File: src/rtl/acq_pkg.sv
package acq_pkg;
  localparam int unsigned CNT_W = 12;
  localparam int unsigned NPAGE = 2;
  typedef enum logic {TASK_A = 1'b0, TASK_B = 1'b1} task_e;
endpackage

File: src/rtl/acq_counters.sv
module acq_counters #(
  parameter int unsigned W = acq_pkg::CNT_W
) (
  input  logic         clk,
  input  logic         rst,
  input  logic         hsync,
  input  logic         vsync,
  input  logic         pix_q,
  input  logic         xsrc,
  output logic [W-1:0] pcnt,
  output logic [W-1:0] lcnt,
  output logic [W-1:0] lcnt_nxt,
  output logic         smp_valid
);
  localparam logic [W-1:0] MAXV = '1;

  logic seen;
  logic cnt_en;
  logic line_counts;

  assign cnt_en      = xsrc ? pix_q : 1'b1;
  assign smp_valid   = cnt_en & ~hsync & ~vsync;
  assign line_counts = xsrc ? seen : 1'b1;
  assign lcnt_nxt    = (line_counts && lcnt != MAXV) ? lcnt + 1'b1 : lcnt;

  always_ff @(posedge clk) begin
    if (rst || vsync) begin
      pcnt <= '0;
      lcnt <= '0;
      seen <= 1'b0;
    end else if (hsync) begin
      pcnt <= '0;
      lcnt <= lcnt_nxt;
      seen <= 1'b0;
    end else if (cnt_en) begin
      if (pcnt != MAXV) pcnt <= pcnt + 1'b1;
      seen <= 1'b1;
    end
  end

  AST_PIX_CLEAR: assert property (@(posedge clk) disable iff (rst)
    (hsync || vsync) |=> (pcnt == '0));
  AST_GAP_HOLD: assert property (@(posedge clk) disable iff (rst)
    (!hsync && !vsync && xsrc && !pix_q) |=> $stable(pcnt));
  AST_EMPTY_LINE: assert property (@(posedge clk) disable iff (rst)
    (hsync && !vsync && xsrc && !seen) |=> $stable(lcnt));
endmodule

File: src/rtl/acq_span_cmp.sv
module acq_span_cmp #(
  parameter int unsigned W = acq_pkg::CNT_W
) (
  input  logic         en,
  input  logic [1:0]   trig,
  input  logic         field,
  input  logic [W-1:0] pcnt,
  input  logic [W-1:0] lcnt,
  input  logic [W-1:0] hstart,
  input  logic [W-1:0] hlen,
  input  logic [W-1:0] vstart,
  input  logic [W-1:0] vlen,
  output logic         hit
);
  logic [W:0] hend;
  logic [W:0] vend;
  logic       h_in;
  logic       v_in;

  assign hend = {1'b0, hstart} + {1'b0, hlen};
  assign vend = {1'b0, vstart} + {1'b0, vlen};
  assign h_in = (pcnt >= hstart) && ({1'b0, pcnt} < hend);
  assign v_in = (lcnt >= vstart) && ({1'b0, lcnt} < vend);
  assign hit  = en & trig[field] & h_in & v_in;
endmodule

File: src/rtl/acq_task_sel.sv
module acq_task_sel #(
  parameter int unsigned W = acq_pkg::CNT_W
) (
  input  logic          clk,
  input  logic          rst,
  input  logic          hsync,
  input  logic          vsync,
  input  logic          field_in,
  input  logic          region_mode,
  input  logic [W-1:0]  a_vstart,
  input  logic [W-1:0]  a_vlen,
  input  logic [W-1:0]  lcnt_nxt,
  output acq_pkg::task_e task_q,
  output logic          field_q
);
  import acq_pkg::*;

  logic [W:0] a_vend;
  logic       a_done;

  assign a_vend = {1'b0, a_vstart} + {1'b0, a_vlen};
  assign a_done = ({1'b0, lcnt_nxt} >= a_vend);

  always_ff @(posedge clk) begin
    if (rst) begin
      task_q  <= TASK_A;
      field_q <= 1'b0;
    end else if (vsync) begin
      field_q <= field_in;
      if (region_mode)   task_q <= TASK_A;
      else if (field_in) task_q <= TASK_B;
      else               task_q <= TASK_A;
    end else if (hsync && region_mode && task_q == TASK_A && a_done) begin
      task_q <= TASK_B;
    end
  end

  AST_NO_MIDLINE_SWITCH: assert property (@(posedge clk) disable iff (rst)
    (!hsync && !vsync) |=> $stable(task_q));
  AST_FIELD_ALT: assert property (@(posedge clk) disable iff (rst)
    (vsync && !region_mode) |=> (task_q == task_e'($past(field_in))));
  AST_REGION_START: assert property (@(posedge clk) disable iff (rst)
    (vsync && region_mode) |=> (task_q == TASK_A));
endmodule

File: src/rtl/acq_window_gen.sv
module acq_window_gen #(
  parameter int unsigned W     = acq_pkg::CNT_W,
  parameter int unsigned NPAGE = acq_pkg::NPAGE
) (
  input  logic         clk,
  input  logic         rst,
  input  logic         hsync,
  input  logic         vsync,
  input  logic         field_in,
  input  logic         pix_q,
  input  logic         region_mode,
  input  logic         cfg_a_en,
  input  logic         cfg_a_xsrc,
  input  logic [1:0]   cfg_a_trig,
  input  logic [W-1:0] cfg_a_hstart,
  input  logic [W-1:0] cfg_a_hlen,
  input  logic [W-1:0] cfg_a_vstart,
  input  logic [W-1:0] cfg_a_vlen,
  input  logic         cfg_b_en,
  input  logic         cfg_b_xsrc,
  input  logic [1:0]   cfg_b_trig,
  input  logic [W-1:0] cfg_b_hstart,
  input  logic [W-1:0] cfg_b_hlen,
  input  logic [W-1:0] cfg_b_vstart,
  input  logic [W-1:0] cfg_b_vlen,
  output logic         win_o,
  output logic         task_o,
  output logic [W-1:0] pix_cnt_o,
  output logic [W-1:0] line_cnt_o
);
  import acq_pkg::*;

  logic [NPAGE-1:0]             pg_en;
  logic [NPAGE-1:0]             pg_xsrc;
  logic [NPAGE-1:0][1:0]        pg_trig;
  logic [NPAGE-1:0][W-1:0]      pg_hs;
  logic [NPAGE-1:0][W-1:0]      pg_hl;
  logic [NPAGE-1:0][W-1:0]      pg_vs;
  logic [NPAGE-1:0][W-1:0]      pg_vl;
  logic [NPAGE-1:0]             hit_vec;

  assign pg_en   = {cfg_b_en, cfg_a_en};
  assign pg_xsrc = {cfg_b_xsrc, cfg_a_xsrc};
  assign pg_trig = {cfg_b_trig, cfg_a_trig};
  assign pg_hs   = {cfg_b_hstart, cfg_a_hstart};
  assign pg_hl   = {cfg_b_hlen, cfg_a_hlen};
  assign pg_vs   = {cfg_b_vstart, cfg_a_vstart};
  assign pg_vl   = {cfg_b_vlen, cfg_a_vlen};

  task_e       task_q;
  logic        act;
  logic        field_q;
  logic [W-1:0] pcnt;
  logic [W-1:0] lcnt;
  logic [W-1:0] lcnt_nxt;
  logic        smp_valid;
  logic        win_d;
  logic        act_en;

  assign act    = task_q;
  assign act_en = pg_en[act];

  acq_counters #(.W(W)) u_cnt (
    .clk(clk), .rst(rst), .hsync(hsync), .vsync(vsync), .pix_q(pix_q),
    .xsrc(pg_xsrc[act]), .pcnt(pcnt), .lcnt(lcnt), .lcnt_nxt(lcnt_nxt),
    .smp_valid(smp_valid)
  );

  acq_task_sel #(.W(W)) u_sel (
    .clk(clk), .rst(rst), .hsync(hsync), .vsync(vsync), .field_in(field_in),
    .region_mode(region_mode), .a_vstart(cfg_a_vstart), .a_vlen(cfg_a_vlen),
    .lcnt_nxt(lcnt_nxt), .task_q(task_q), .field_q(field_q)
  );

  for (genvar p = 0; p < NPAGE; p++) begin : g_page
    acq_span_cmp #(.W(W)) u_cmp (
      .en(pg_en[p]), .trig(pg_trig[p]), .field(field_q),
      .pcnt(pcnt), .lcnt(lcnt),
      .hstart(pg_hs[p]), .hlen(pg_hl[p]), .vstart(pg_vs[p]), .vlen(pg_vl[p]),
      .hit(hit_vec[p])
    );
  end

  assign win_d = hit_vec[act] & smp_valid;

  always_ff @(posedge clk) begin
    if (rst) win_o <= 1'b0;
    else     win_o <= win_d;
  end

  assign task_o     = act;
  assign pix_cnt_o  = pcnt;
  assign line_cnt_o = lcnt;

  AST_DISABLED_QUIET: assert property (@(posedge clk) disable iff (rst)
    !act_en |=> !win_o);
  AST_SYNC_NO_WIN: assert property (@(posedge clk) disable iff (rst)
    (hsync || vsync) |=> !win_o);
  AST_TRIG_GATE: assert property (@(posedge clk) disable iff (rst)
    !pg_trig[act][field_q] |=> !win_o);
endmodule

File: config.mk
export PLATFORM = sky130hd
export DESIGN_NAME = acq_window_gen
export DESIGN_NICKNAME = d
export VERILOG_FILES = /design/src/rtl/acq_pkg.sv /design/src/rtl/acq_counters.sv /design/src/rtl/acq_span_cmp.sv /design/src/rtl/acq_task_sel.sv /design/src/rtl/acq_window_gen.sv
export SDC_FILE = /design/constraint.sdc
export NUM_CORES = 1
export LEC_CHECK = 0
export BUFFER_PORTS_ARGS = -buffer_cell sky130_fd_sc_hd__buf_2
export CAP_MARGIN = 20
export CORE_MARGIN = 10
export CORE_UTILIZATION = 50
export CTS_CLUSTER_SIZE = 12
export DETAILED_ROUTE_END_ITERATION = 8
export MAX_ROUTING_LAYER = met4
export PLACE_DENSITY = 0.83
export RECOVER_POWER = 25
export SLEW_MARGIN = 20
export SYNTH_ARGS = -nofsm -noshare
export SYNTH_HDL_FRONTEND = slang
export SYNTH_SLANG_ARGS = --single-unit
File: constraint.sdc
create_clock -name clk -period 3.36 [get_ports clk]
set_input_delay 0.336 -clock clk [delete_from_list [all_inputs] [get_ports clk]]
set_output_delay 0.336 -clock clk [all_outputs]
set_load 0.005 [all_outputs]
==> flow_summary.json <==
{
  "violations": "setup timing",
  "timing_hold_violations_final": 0,
  "tightestPinTransition_ns": 0.593,
  "yosysSeqAreaShare": 0.0978,
  "grt-ovfl-total": 0,
  "p_leak_nw": 3.63,
  "cts_tree": "yes",
  "clock_latency_ns": 0.26,
  "netlist_area_um2": 5730,
  "dieArea_um2": 16100,
  "design.core.area_um2": 11300,
  "vias": 5676,
  "synth-adder-area-share": 0.350,
  "yosysTopAreaCell": "ha_1",
  "maxCapViolations": 0,
  "ys_seq_elements": 28,
  "whs_ns": 0.273,
  "report.power.total_mw": 1.38,
  "critPathKind": "input port to flop",
  "ir_drop_mv": 0.188,
  "hold_path_class": "input port to flop",
  "setup_slack_ns": -0.109,
  "grt_max_degree": 16,
  "maxSlewViolCount": 0,
  "syn_inst": 722,
  "grtUsageTotal": 0.183,
  "synthDistinctLibCells": 53,
  "wl_um": 15300,
  "ys_warn_count": 0,
  "layout_common_cells": "153 x ha_1, 128 x buf_2, 66 x inv_1",
  "synth_compound_area_frac": 0.200,
  "wl_per_cell_um": 15.0,
  "fin_crit_ns": 3.47,
  "worstHoldStart": "rst",
  "die_y_um": 127,
  "synth_top_family_by_area": "adder cells",
  "synth_top_area_frac": 0.336,
  "hpwl_um": 13500,
  "finClkSkew_ns": 0.00599,
  "die_width_um": 127,
  "drive_above_1_share": 0.201,
  "setup_violations": 1,
  "firstDrtPassIters": 5,
  "numPlacedInstances": 1016,
  "antenna_found_initial": 0,
  "pin_count": 137,
  "synthTopCellsByArea": "ha_1 34%, dfxtp_1 9.8%, xor2_1 6.0%",
  "status": "complete, but fails checks",
  "clk_pin_slew_worst_paths_ns": 0.07,
  "final_cell_count_no_fill": 1023,
  "cts_root_buffer": "clkbuf_16",
  "synthMuxAreaShare": 0.0111,
  "fin_crit_sh": 1.03,
  "cp_max_fo": 2,
  "rsz0062_at_grt": "true",
  "crit_arrival_ns": 3.65,
  "start_util": 0.506,
  "clkSinkCount": 28,
  "critPathLaunchType": "input port",
  "crit_start": "cfg_b_vstart[0]",
  "p_per_area_nw_per_um2": 200,
  "synth-xor-area-share": 0.105,
  "synthFlopType": "dfxtp_1",
  "h-tree-depth": 1,
  "r2r_start": "u_cnt.lcnt[9]",
  "synth_edf_count": 0,
  "slew-limit-headroom": 0.604,
  "final_core_util": 0.607,
  "worstPathRequired_ns": 3.54,
  "max_freq_mhz": 288,
  "grt_pass1_wl_um": 25000,
  "cts_buffers": 3,
  "row_count": 39,
  "syn2layout_area_growth_pct": 19.9,
  "synth_area_per_cell_um2": 7.94,
  "gp_congestion": 0.905,
  "drt_iter0_markers": 253,
  "crit_path_end_kind": "flop",
  "timing.setup.tns_ns": -0.109,
  "synth_nets": 991,
  "grt_pass1_vias": 5653,
  "io_buffers": 136,
  "synth-simple-area-share": 0.186,
  "final_common_cell": "ha_1",
  "avgViaCountPerCell": 5.55,
  "clockBufferDepth": 2,
  "fin_nets": 1150,
  "diodes": 0,
  "async_reset_ff_frac": 0,
  "ant_nets": 0,
  "drc": 0
}
critical path: stages:
cell	delay, ns
buf_6	0.10
ha_4	0.16
fa_2	0.35
a21oi_2	0.16
o211ai_1	0.17
o41ai_2	0.37
nor2_1	0.09
o21a_1	0.20
nor2_2	0.11
xnor2_1	0.13
ha_1	0.26
a21o_1	0.21
a2111oi_4	0.37
o211ai_1	0.16
a41oi_2	0.22
a211oi_2	0.05
o31ai_1	0.21
registers in the layout (all words and copies together), names as in the netlist:
name,count
u_cnt.seen,1
win_o,1
u_sel.task_q,1
u_sel.field_q,1
u_cnt.pcnt,12
u_cnt.lcnt,12
synth_stat cells, types with 8 or more instances:
library cell	count
nand2_1	36
xnor2_1	30
dfxtp_1	28
inv_1	66
a21o_1	24
a211oi_1	13
nor2b_1	9
nand2b_1	11
a21oi_1	41
nor3_1	18
nand3_1	31
xor2_1	39
o21ai_0	36
o211ai_1	8
nor2_1	65
ha_1	154
nand4_1	15
stage by stage:
stage	area, um2	setup WS [ns]
2_1_floorplan	5750	0.0294
3_3_place_gp	6740	-0.144
3_5_place_dp	6740	-0.285
4_1_cts	6830	0.0468
5_1_grt	6870	-0.290
6_report	6870	-0.109
cell families after synthesis:
kind of cell,Yosys count
flip-flops,28
AND/OR/NAND/NOR,219
XOR/XNOR,69
multiplexers,5
AO/OA/AOI/OAI,170
adder cells (fa/ha/maj),158
buffers and inverters,73
cell type report:
class	instances	area, um2
Sequential cell	28	561
Tap cell	143	179
Timing Repair Buffer	161	851
Inverter	66	248
Clock buffer	4	88.8
Multi-Input combinational cell	621	4940
Fill cell	1049	4450
worst paths after layout:
| kind | slack [ns] | cells after the start | endpoint |
|---|---|---|---|
| setup / recovery | -0.11 | 17 | win_o |
| hold / removal | 0.27 | 2 | u_sel.field_q |
| setup reg to reg | 0.42 | 14 | u_sel.task_q |
| hold reg to reg | 0.59 | 2 | u_sel.field_q |
what timing repair did:
| item | in CTS | in global routing |
|---|---|---|
| setup buffers | 0 | 3 |
| gates resized for setup | 0 | 7 |
| endpoints found under the setup margin | 1 | 1 |
| pin swaps | 1 | 16 |
| hold buffers | 0 | 0 |
| hold endpoints to repair | 0 | 0 |
metal layers:
| metal | global-route usage | up-vias | routed length [um] | share of wire |
|---|---|---|---|---|
| met4 | 0.0395 | 0 | 217 | 0.014 |
| met5 | - | - | 0 | 0 |
| li1 | - | 2958 | - | - |
| met3 | 0.0397 | 22 | 848 | 0.055 |
| met2 | 0.327 | 143 | 7770 | 0.51 |
| met1 | 0.205 | 2553 | 6500 | 0.42 |
where the power goes:
part	internal, mW	switching (mW)	total (mW)
sequential	0.335	0.00497	0.340
clock	0.182	0.113	0.296
combinational	0.349	0.390	0.739
No activity file was read; power rests on OpenSTA's default activity.
